### config.mk
export PLATFORM = sky130hd
export DESIGN_NAME = arb_puf_emu
export DESIGN_NICKNAME = d
export VERILOG_FILES = /design/src/rtl/arb_puf_emu_pkg.sv /design/src/rtl/arb_puf_emu_ctrl.sv /design/src/rtl/arb_puf_emu_dp.sv /design/src/rtl/arb_puf_emu.sv
export SDC_FILE = /design/constraint.sdc
export NUM_CORES = 2
export LEC_CHECK = 0
export BUFFER_PORTS_ARGS = -buffer_cell sky130_fd_sc_hd__clkbuf_2
export CAP_MARGIN = 30
export CORE_MARGIN = 2
export CORE_UTILIZATION = 50
export DETAILED_ROUTE_END_ITERATION = 8
export PLACE_DENSITY = 0.66
export SLEW_MARGIN = 10
export SYNTH_ARGS = -nofsm -noshare
export SYNTH_HDL_FRONTEND = slang
export SYNTH_SLANG_ARGS = --single-unit
export TNS_END_PERCENT = 20
### constraint.sdc
create_clock -name clk -period 10.43 [get_ports clk]
set_input_delay 1.043 -clock clk [delete_from_list [all_inputs] [get_ports clk]]
set_output_delay 1.043 -clock clk [all_outputs]
set_load 0.01 [all_outputs]
### src/rtl/arb_puf_emu_pkg.sv
package arb_puf_emu_pkg;

  typedef enum logic [1:0] {
    MODE_PLAIN = 2'd0,
    MODE_FFWD  = 2'd1,
    MODE_SKIP  = 2'd2,
    MODE_RSVD  = 2'd3
  } chainMode_t;

  // strobes from control to datapath
  typedef struct packed {
    logic running;  // a run is in progress
    logic capture;  // accept start, latch config, clear accumulator
    logic step;     // process the stage at stageIdx
    logic last;     // the stage at stageIdx is the final one
  } ctrlStrobe_t;

endpackage

### src/rtl/arb_puf_emu_ctrl.sv
module arb_puf_emu_ctrl
  import arb_puf_emu_pkg::*;
#(
  parameter int NUM_STAGES = 64,
  parameter int IDX_W      = $clog2(NUM_STAGES)
) (
  input  logic             clk,
  input  logic             rstN,
  input  logic             start,
  output ctrlStrobe_t      strobe,
  output logic [IDX_W-1:0] stageIdx,
  output logic             busy,
  output logic             done
);

  localparam logic [IDX_W-1:0] LAST_IDX = IDX_W'(NUM_STAGES - 1);

  logic             runQ;
  logic [IDX_W-1:0] cntQ;
  logic             doneQ;

  always_comb begin
    strobe.running = runQ;
    strobe.capture = start && !runQ;
    strobe.step    = runQ;
    strobe.last    = runQ && (cntQ == LAST_IDX);
  end

  always_ff @(posedge clk) begin
    if (!rstN) begin
      runQ  <= 1'b0;
      cntQ  <= '0;
      doneQ <= 1'b0;
    end else begin
      doneQ <= strobe.last;
      if (strobe.capture) begin
        runQ <= 1'b1;
        cntQ <= '0;
      end else if (runQ) begin
        if (strobe.last) begin
          runQ <= 1'b0;
          cntQ <= '0;
        end else begin
          cntQ <= cntQ + 1'b1;
        end
      end
    end
  end

  assign stageIdx = cntQ;
  assign busy     = runQ;
  assign done     = doneQ;

endmodule

### src/rtl/arb_puf_emu_dp.sv
module arb_puf_emu_dp
  import arb_puf_emu_pkg::*;
#(
  parameter int NUM_STAGES = 64,
  parameter int DELAY_W    = 16,
  parameter int IDX_W      = $clog2(NUM_STAGES),
  parameter int ACC_W      = DELAY_W + IDX_W + 1
) (
  input  logic                    clk,
  input  logic                    rstN,
  input  ctrlStrobe_t             strobe,
  input  logic [IDX_W-1:0]        stageIdx,
  input  logic                    wrEn,
  input  logic [IDX_W-1:0]        wrIdx,
  input  logic signed [DELAY_W-1:0] wrData,
  input  logic [NUM_STAGES-1:0]   challenge,
  input  logic [1:0]              mode,
  input  logic [IDX_W-1:0]        tapIdx,
  input  logic [IDX_W-1:0]        ffLo,
  input  logic [IDX_W-1:0]        ffHi,
  input  logic [NUM_STAGES-1:0]   skipMask,
  output logic                    response,
  output logic signed [ACC_W-1:0] delaySum
);

  // per-stage delay table, one register per stage
  logic signed [DELAY_W-1:0] delayTab [NUM_STAGES];

  for (genvar g = 0; g < NUM_STAGES; g++) begin : g_stage
    always_ff @(posedge clk) begin
      if (!rstN)
        delayTab[g] <= '0;
      else if (wrEn && !strobe.running && (wrIdx == IDX_W'(g)))
        delayTab[g] <= wrData;
    end
  end

  // configuration latched at capture
  logic [NUM_STAGES-1:0] chQ;
  logic [NUM_STAGES-1:0] skipQ;
  logic [IDX_W-1:0]      tapQ, loQ, hiQ;
  logic                  ffOkQ, skipOnQ;
  logic                  ffOkNext;

  assign ffOkNext = (chainMode_t'(mode) == MODE_FFWD) && (ffLo > tapIdx) && (ffHi >= ffLo);

  // running state
  logic signed [ACC_W-1:0] accQ;
  logic                    ffBitQ;

  // stage evaluation
  logic signed [DELAY_W-1:0] curDelay;
  logic signed [ACC_W-1:0]   extDelay;
  logic signed [ACC_W-1:0]   contrib;
  logic signed [ACC_W-1:0]   accNext;
  logic                      inWindow;
  logic                      stageSel;
  logic                      stageOff;
  logic                      signNext;

  always_comb begin
    curDelay = delayTab[stageIdx];
    extDelay = ACC_W'(curDelay);
    inWindow = ffOkQ && (stageIdx >= loQ) && (stageIdx <= hiQ);
    stageSel = inWindow ? ffBitQ : chQ[stageIdx];
    stageOff = skipOnQ && skipQ[stageIdx];
    if (stageOff)
      contrib = '0;
    else if (stageSel)
      contrib = -extDelay;
    else
      contrib = extDelay;
    accNext  = accQ + contrib;
    signNext = !accNext[ACC_W-1];
  end

  always_ff @(posedge clk) begin
    if (!rstN) begin
      chQ      <= '0;
      skipQ    <= '0;
      tapQ     <= '0;
      loQ      <= '0;
      hiQ      <= '0;
      ffOkQ    <= 1'b0;
      skipOnQ  <= 1'b0;
      accQ     <= '0;
      ffBitQ   <= 1'b0;
      response <= 1'b0;
      delaySum <= '0;
    end else if (strobe.capture) begin
      chQ     <= challenge;
      skipQ   <= skipMask;
      tapQ    <= tapIdx;
      loQ     <= ffLo;
      hiQ     <= ffHi;
      ffOkQ   <= ffOkNext;
      skipOnQ <= (chainMode_t'(mode) == MODE_SKIP);
      accQ    <= '0;
      ffBitQ  <= 1'b0;
    end else if (strobe.step) begin
      accQ <= accNext;
      if (stageIdx == tapQ)
        ffBitQ <= signNext;
      if (strobe.last) begin
        response <= signNext;
        delaySum <= accNext;
      end
    end
  end

endmodule

### src/rtl/arb_puf_emu.sv
module arb_puf_emu
  import arb_puf_emu_pkg::*;
#(
  parameter int NUM_STAGES = 64,
  parameter int DELAY_W    = 16,
  parameter int IDX_W      = $clog2(NUM_STAGES),
  parameter int ACC_W      = DELAY_W + IDX_W + 1
) (
  input  logic                      clk,
  input  logic                      rstN,
  input  logic                      wrEn,
  input  logic [IDX_W-1:0]          wrIdx,
  input  logic signed [DELAY_W-1:0] wrData,
  input  logic                      start,
  input  logic [NUM_STAGES-1:0]     challenge,
  input  logic [1:0]                mode,
  input  logic [IDX_W-1:0]          tapIdx,
  input  logic [IDX_W-1:0]          ffLo,
  input  logic [IDX_W-1:0]          ffHi,
  input  logic [NUM_STAGES-1:0]     skipMask,
  output logic                      busy,
  output logic                      done,
  output logic                      response,
  output logic signed [ACC_W-1:0]   delaySum
);

  ctrlStrobe_t      strobe;
  logic [IDX_W-1:0] stageIdx;

  arb_puf_emu_ctrl #(
    .NUM_STAGES(NUM_STAGES),
    .IDX_W     (IDX_W)
  ) u_ctrl (
    .clk     (clk),
    .rstN    (rstN),
    .start   (start),
    .strobe  (strobe),
    .stageIdx(stageIdx),
    .busy    (busy),
    .done    (done)
  );

  arb_puf_emu_dp #(
    .NUM_STAGES(NUM_STAGES),
    .DELAY_W   (DELAY_W),
    .IDX_W     (IDX_W),
    .ACC_W     (ACC_W)
  ) u_dp (
    .clk      (clk),
    .rstN     (rstN),
    .strobe   (strobe),
    .stageIdx (stageIdx),
    .wrEn     (wrEn),
    .wrIdx    (wrIdx),
    .wrData   (wrData),
    .challenge(challenge),
    .mode     (mode),
    .tapIdx   (tapIdx),
    .ffLo     (ffLo),
    .ffHi     (ffHi),
    .skipMask (skipMask),
    .response (response),
    .delaySum (delaySum)
  );

endmodule

==> results_tabular.tex <==
\begin{tabular}{lr}
\hline
Metric & Value \\
\hline
\multicolumn{2}{l}{\textbf{Outcome}} \\
Status & finished, final reports clean \\
\multicolumn{2}{l}{\textbf{Clocking}} \\
Clock tree from TritonCTS & yes \\
Clock Path Buffers & 3 \\
Clk root buf & sky130\_fd\_sc\_hd\_\_clkbuf\_16 \\
Number of clock buffers inserted by TritonCTS & 132 \\
Clk\_lat worst skew & 0.75 ns \\
Number of buffers inserted to repair setup after CTS & 0 \\
CTS H-tree lvls & 4 \\
Clk pin slew, worst setup/hold paths & 0.06 ns \\
Count of instances resized after the clock tree is built & 0 \\
Cts-stage hold buffer count & 0 \\
Number of sinks driven by the clock tree & 1234 \\
\multicolumn{2}{l}{\textbf{Layout}} \\
Final non-filler cell total & 6041 \\
Share of post-route cells with drive strength above 1 & 20.30\% \\
Final non-filler cell area & 0.06466 mm² \\
Final Core Density & 56.62\% \\
Area growth from synthesis to layout & 12.41\% \\
Layout Nets & 4653 \\
\multicolumn{2}{l}{\textbf{Timing}} \\
Clock Skew & 0.03724 ns \\
Minimum clock period after layout & 7.241 ns \\
Min Hold Slack & 0.4523 ns \\
RSZ-0062 raised after global routing & false \\
Final period utilization & 69.42\% \\
Max-slew violation total from the final report & 0 \\
Final TNS setup & 0 ns \\
Top achievable clock speed & 0.1381 GHz \\
Relative slew slack & 29.39\% \\
Final critical-path setup slack & 3.189 ns \\
Finish-stage setup viols & 0 \\
Actual slew at the worst max-slew pin & 1.053 ns \\
Fin. Hold Viols & 0 \\
\multicolumn{2}{l}{\textbf{Drt}} \\
Vias after detailed routing & 36050 \\
Final wirelength & 164.4 mm \\
Via count normalized by instance count & 5.967 \\
Wire per inst & 27.22 µm \\
Number of DRC markers in iteration 0 & 4072 \\
Count of TritonRoute iterations in the first routing pass & 7 \\
Routed Antenna Nets & 0 \\
Remaining routing DRC violations & 0 \\
\multicolumn{2}{l}{\textbf{GRT}} \\
Wire length of the first global-routing pass & 239.5 mm \\
Antenna violations before repair & 12 \\
Vias in the first global route & 35200 \\
GRT Overall Usage & 28.01\% \\
Total congestion overflow & 0 \\
Maximum number of pins on one net before global-route repair & 98 \\
\multicolumn{2}{l}{\textbf{Power}} \\
Clock power frac & 41.4\% \\
Power dissipated by switching net loads & 2.520 mW \\
Internal power of the cells & 8.428 mW \\
Part of the power in combinational logic & 7.7\% \\
Register share of total power & 51.0\% \\
Net switching share of the total power & 23.02\% \\
Cell Pwr Density & 169.3 mW/mm² \\
Leakage dissipation & 23.75 nW \\
Design Power & 10.95 mW \\
Maximum vdd ir drop & 0.1620 mV \\
\multicolumn{2}{l}{\textbf{Logic synthesis}} \\
Number of synthesized flops with an enable pin & 1024 \\
Most used flip-flop cell after synthesis & sky130\_fd\_sc\_hd\_\_edfxtp\_1 \\
Syn Std Cell Area & 0.05752 mm² \\
Count of different cell masters after synthesis & 80 \\
Library cell occupying the most area in the post-synthesis netlist & sky130\_fd\_sc\_hd\_\_edfxtp\_1 \\
Yosys top cell area share & 53.46\% \\
Warning count from the yosys run & 0 \\
Number of cells produced by synthesis & 4268 \\
Count leader, synth & sky130\_fd\_sc\_hd\_\_and2\_1 \\
Part of the Yosys area used for sequential elements & 60.77\% \\
Syn\_nets & 4491 \\
Avg Cell Area, Syn & 13.48 µm² \\
Most numerous cell types in the synthesized netlist & sky130\_fd\_sc\_hd\_\_and2\_1 (1033), sky130\_fd\_sc\_hd\_\_edfxtp\_1 (1024), sky130\_fd\_sc\_hd\_\_nand2\_1 (377) \\
Number of register bits inferred by synthesis & 1234 \\
Ys async rst share & 0\% \\
Cell types with the largest area share after synthesis & sky130\_fd\_sc\_hd\_\_edfxtp\_1 (53\%), sky130\_fd\_sc\_hd\_\_mux4\_2 (12\%), sky130\_fd\_sc\_hd\_\_and2\_1 (11\%), sky130\_fd\_sc\_hd\_\_dfxtp\_1 (7.3\%), sky130\_fd\_sc\_hd\_\_nand2\_1 (2.5\%) \\
\multicolumn{2}{l}{\textbf{Critical path}} \\
Worst path required time & 11.09 ns \\
Path type of the worst setup path & register to register \\
Type of destination of the critical path & register \\
Data arrival at the endpoint of the critical path & 7.91 ns \\
Startpoint type of the worst setup path & register \\
Critical Path Fanout Max & 71 \\
\multicolumn{2}{l}{\textbf{Die}} \\
Initial cell density of the core & 50.37\% \\
Die span in x & 343.2 µm \\
Area of the die & 0.1178 mm² \\
Ports & 200 \\
Vertical die dimension & 343.2 µm \\
Num rows & 124 \\
Core Box Area & 0.1142 mm² \\
\multicolumn{2}{l}{\textbf{Place}} \\
Total placed instance area & 0.06052 mm² \\
Total half-perimeter wirelength after legalization and detailed placement & 106.0 mm \\
Post-Place Cells & 5804 \\
\# port buffers & 199 \\
Worst setup timing slack at the placement stage & 3.368 ns \\
Weighted congestion reported at the end of routability-driven placement & 0.9227 \\
\multicolumn{2}{l}{\textbf{Flow run}} \\
Max\_cap viols & 0 \\
\multicolumn{2}{l}{\textbf{Hold path}} \\
Path type of the worst min-delay path & register to register \\
\hline
\end{tabular}
per-layer routing:
metal	global-route usage, %	up-vias	share of wire [%]
li1	-	15750	-
met1	38.43	18290	40
met2	44.24	1689	47
met3	5.441	307	9.0
met4	11.18	8	4.0
met5	0.1202	-	0.027
power by group through the flow:
stage	clock [mW]	sequential, mW	combinational [mW]
after global placement	0	5.68	0.814
after CTS	4.57	5.58	0.837
final	4.53	5.58	0.839
after detailed placement	0	5.68	0.834
after global routing	4.77	5.59	0.893
after floorplan	0	5.65	0.526
kinds of logic after synthesis:
family / after synthesis / synth area share, %
AO/OA/AOI/OAI: 428 / 4.464
flip-flops: 1234 / 60.77
XOR/XNOR: 41 / 0.6243
multiplexers: 377 / 13.45
AND/OR/NAND/NOR: 1730 / 16.49
buffers and inverters: 409 / 3.126
adder cells (fa/ha/maj): 49 / 1.079
layout make-up:
type	count	area [µm²]
Tap cell	1512	1892
Clock inverter	51	411.6
Antenna cell	7	17.52
Fill cell	9197	49530
Multi-Input combinational cell	2625	20860
Sequential cell	1234	34970
Inverter	44	170.2
Clock buffer	175	3671
Timing Repair Buffer	393	2673
flip-flops by register name (all words and copies together) (netlist names), named ones only:
| signal | cells |
|---|---|
| u_dp.delayTab | 1024 |
| u_dp.chQ | 64 |
| u_dp.skipQ | 64 |
| u_dp.accQ | 23 |
| u_dp.delaySum | 23 |
| u_ctrl.stageIdx | 6 |
| u_dp.hiQ | 6 |
| u_dp.loQ | 6 |
| u_dp.tapQ | 6 |
| u_ctrl.busy | 1 |
| u_ctrl.done | 1 |
| u_dp.ffBitQ | 1 |
| u_dp.ffOkQ | 1 |
| u_dp.response | 1 |
| u_dp.skipOnQ | 1 |
worst paths after layout:
check / cells after the start / endpoint / from / slack [ns]
max reg2reg: 19 / u_dp.accQ[22] / register / 3.19
min reg2reg: 2 / u_dp.skipOnQ / u_dp.skipOnQ / 0.45
min: 2 / u_dp.skipOnQ / u_dp.skipOnQ / 0.45
max: 19 / u_dp.accQ[22] / register / 3.19
layout by cell type (no fill, tap or decap), drive strengths merged, types with 6 or more instances in the layout:
master  instances
ha             48
clkinv         44
mux2i          63
xor2           17
a221oi          9
a21o           15
a21oi         195
nand2b         14
nand4          15
dfxtp         210
or3             8
and3           10
bufinv          6
nor2b          31
and2         1033
or2             6
a211oi         13
o21ai          96
nand3b          6
nand2         377
clkbuf        372
buf           195
inv            45
a22o            8
xnor2          24
nor3           18
mux4          312
edfxtp       1024
diode           7
o22ai          17
nor2          154
a22oi          24
nand3          41
critical path, cell delays in order, from the launching register on:
cell and delay (ns):
sky130_fd_sc_hd__dfxtp_4 0.73, sky130_fd_sc_hd__buf_12 0.51, sky130_fd_sc_hd__mux4_2 0.60, sky130_fd_sc_hd__mux4_2 0.54, sky130_fd_sc_hd__mux2i_1 0.53, sky130_fd_sc_hd__mux2i_1 0.31, sky130_fd_sc_hd__nand2b_1 0.28, sky130_fd_sc_hd__nor4_2 0.49
sky130_fd_sc_hd__a21oi_1 0.15, sky130_fd_sc_hd__xor2_1 0.16, sky130_fd_sc_hd__nor2_1 0.06, sky130_fd_sc_hd__ha_1 0.24, sky130_fd_sc_hd__o41ai_1 0.72, sky130_fd_sc_hd__o221ai_1 0.40, sky130_fd_sc_hd__a211oi_1 0.39, sky130_fd_sc_hd__o41ai_1 0.13
sky130_fd_sc_hd__buf_4 0.17, sky130_fd_sc_hd__or2_2 0.27, sky130_fd_sc_hd__mux2i_1 0.16, sky130_fd_sc_hd__mux2i_1 0.20
Power figures use the tool's default switching activity.
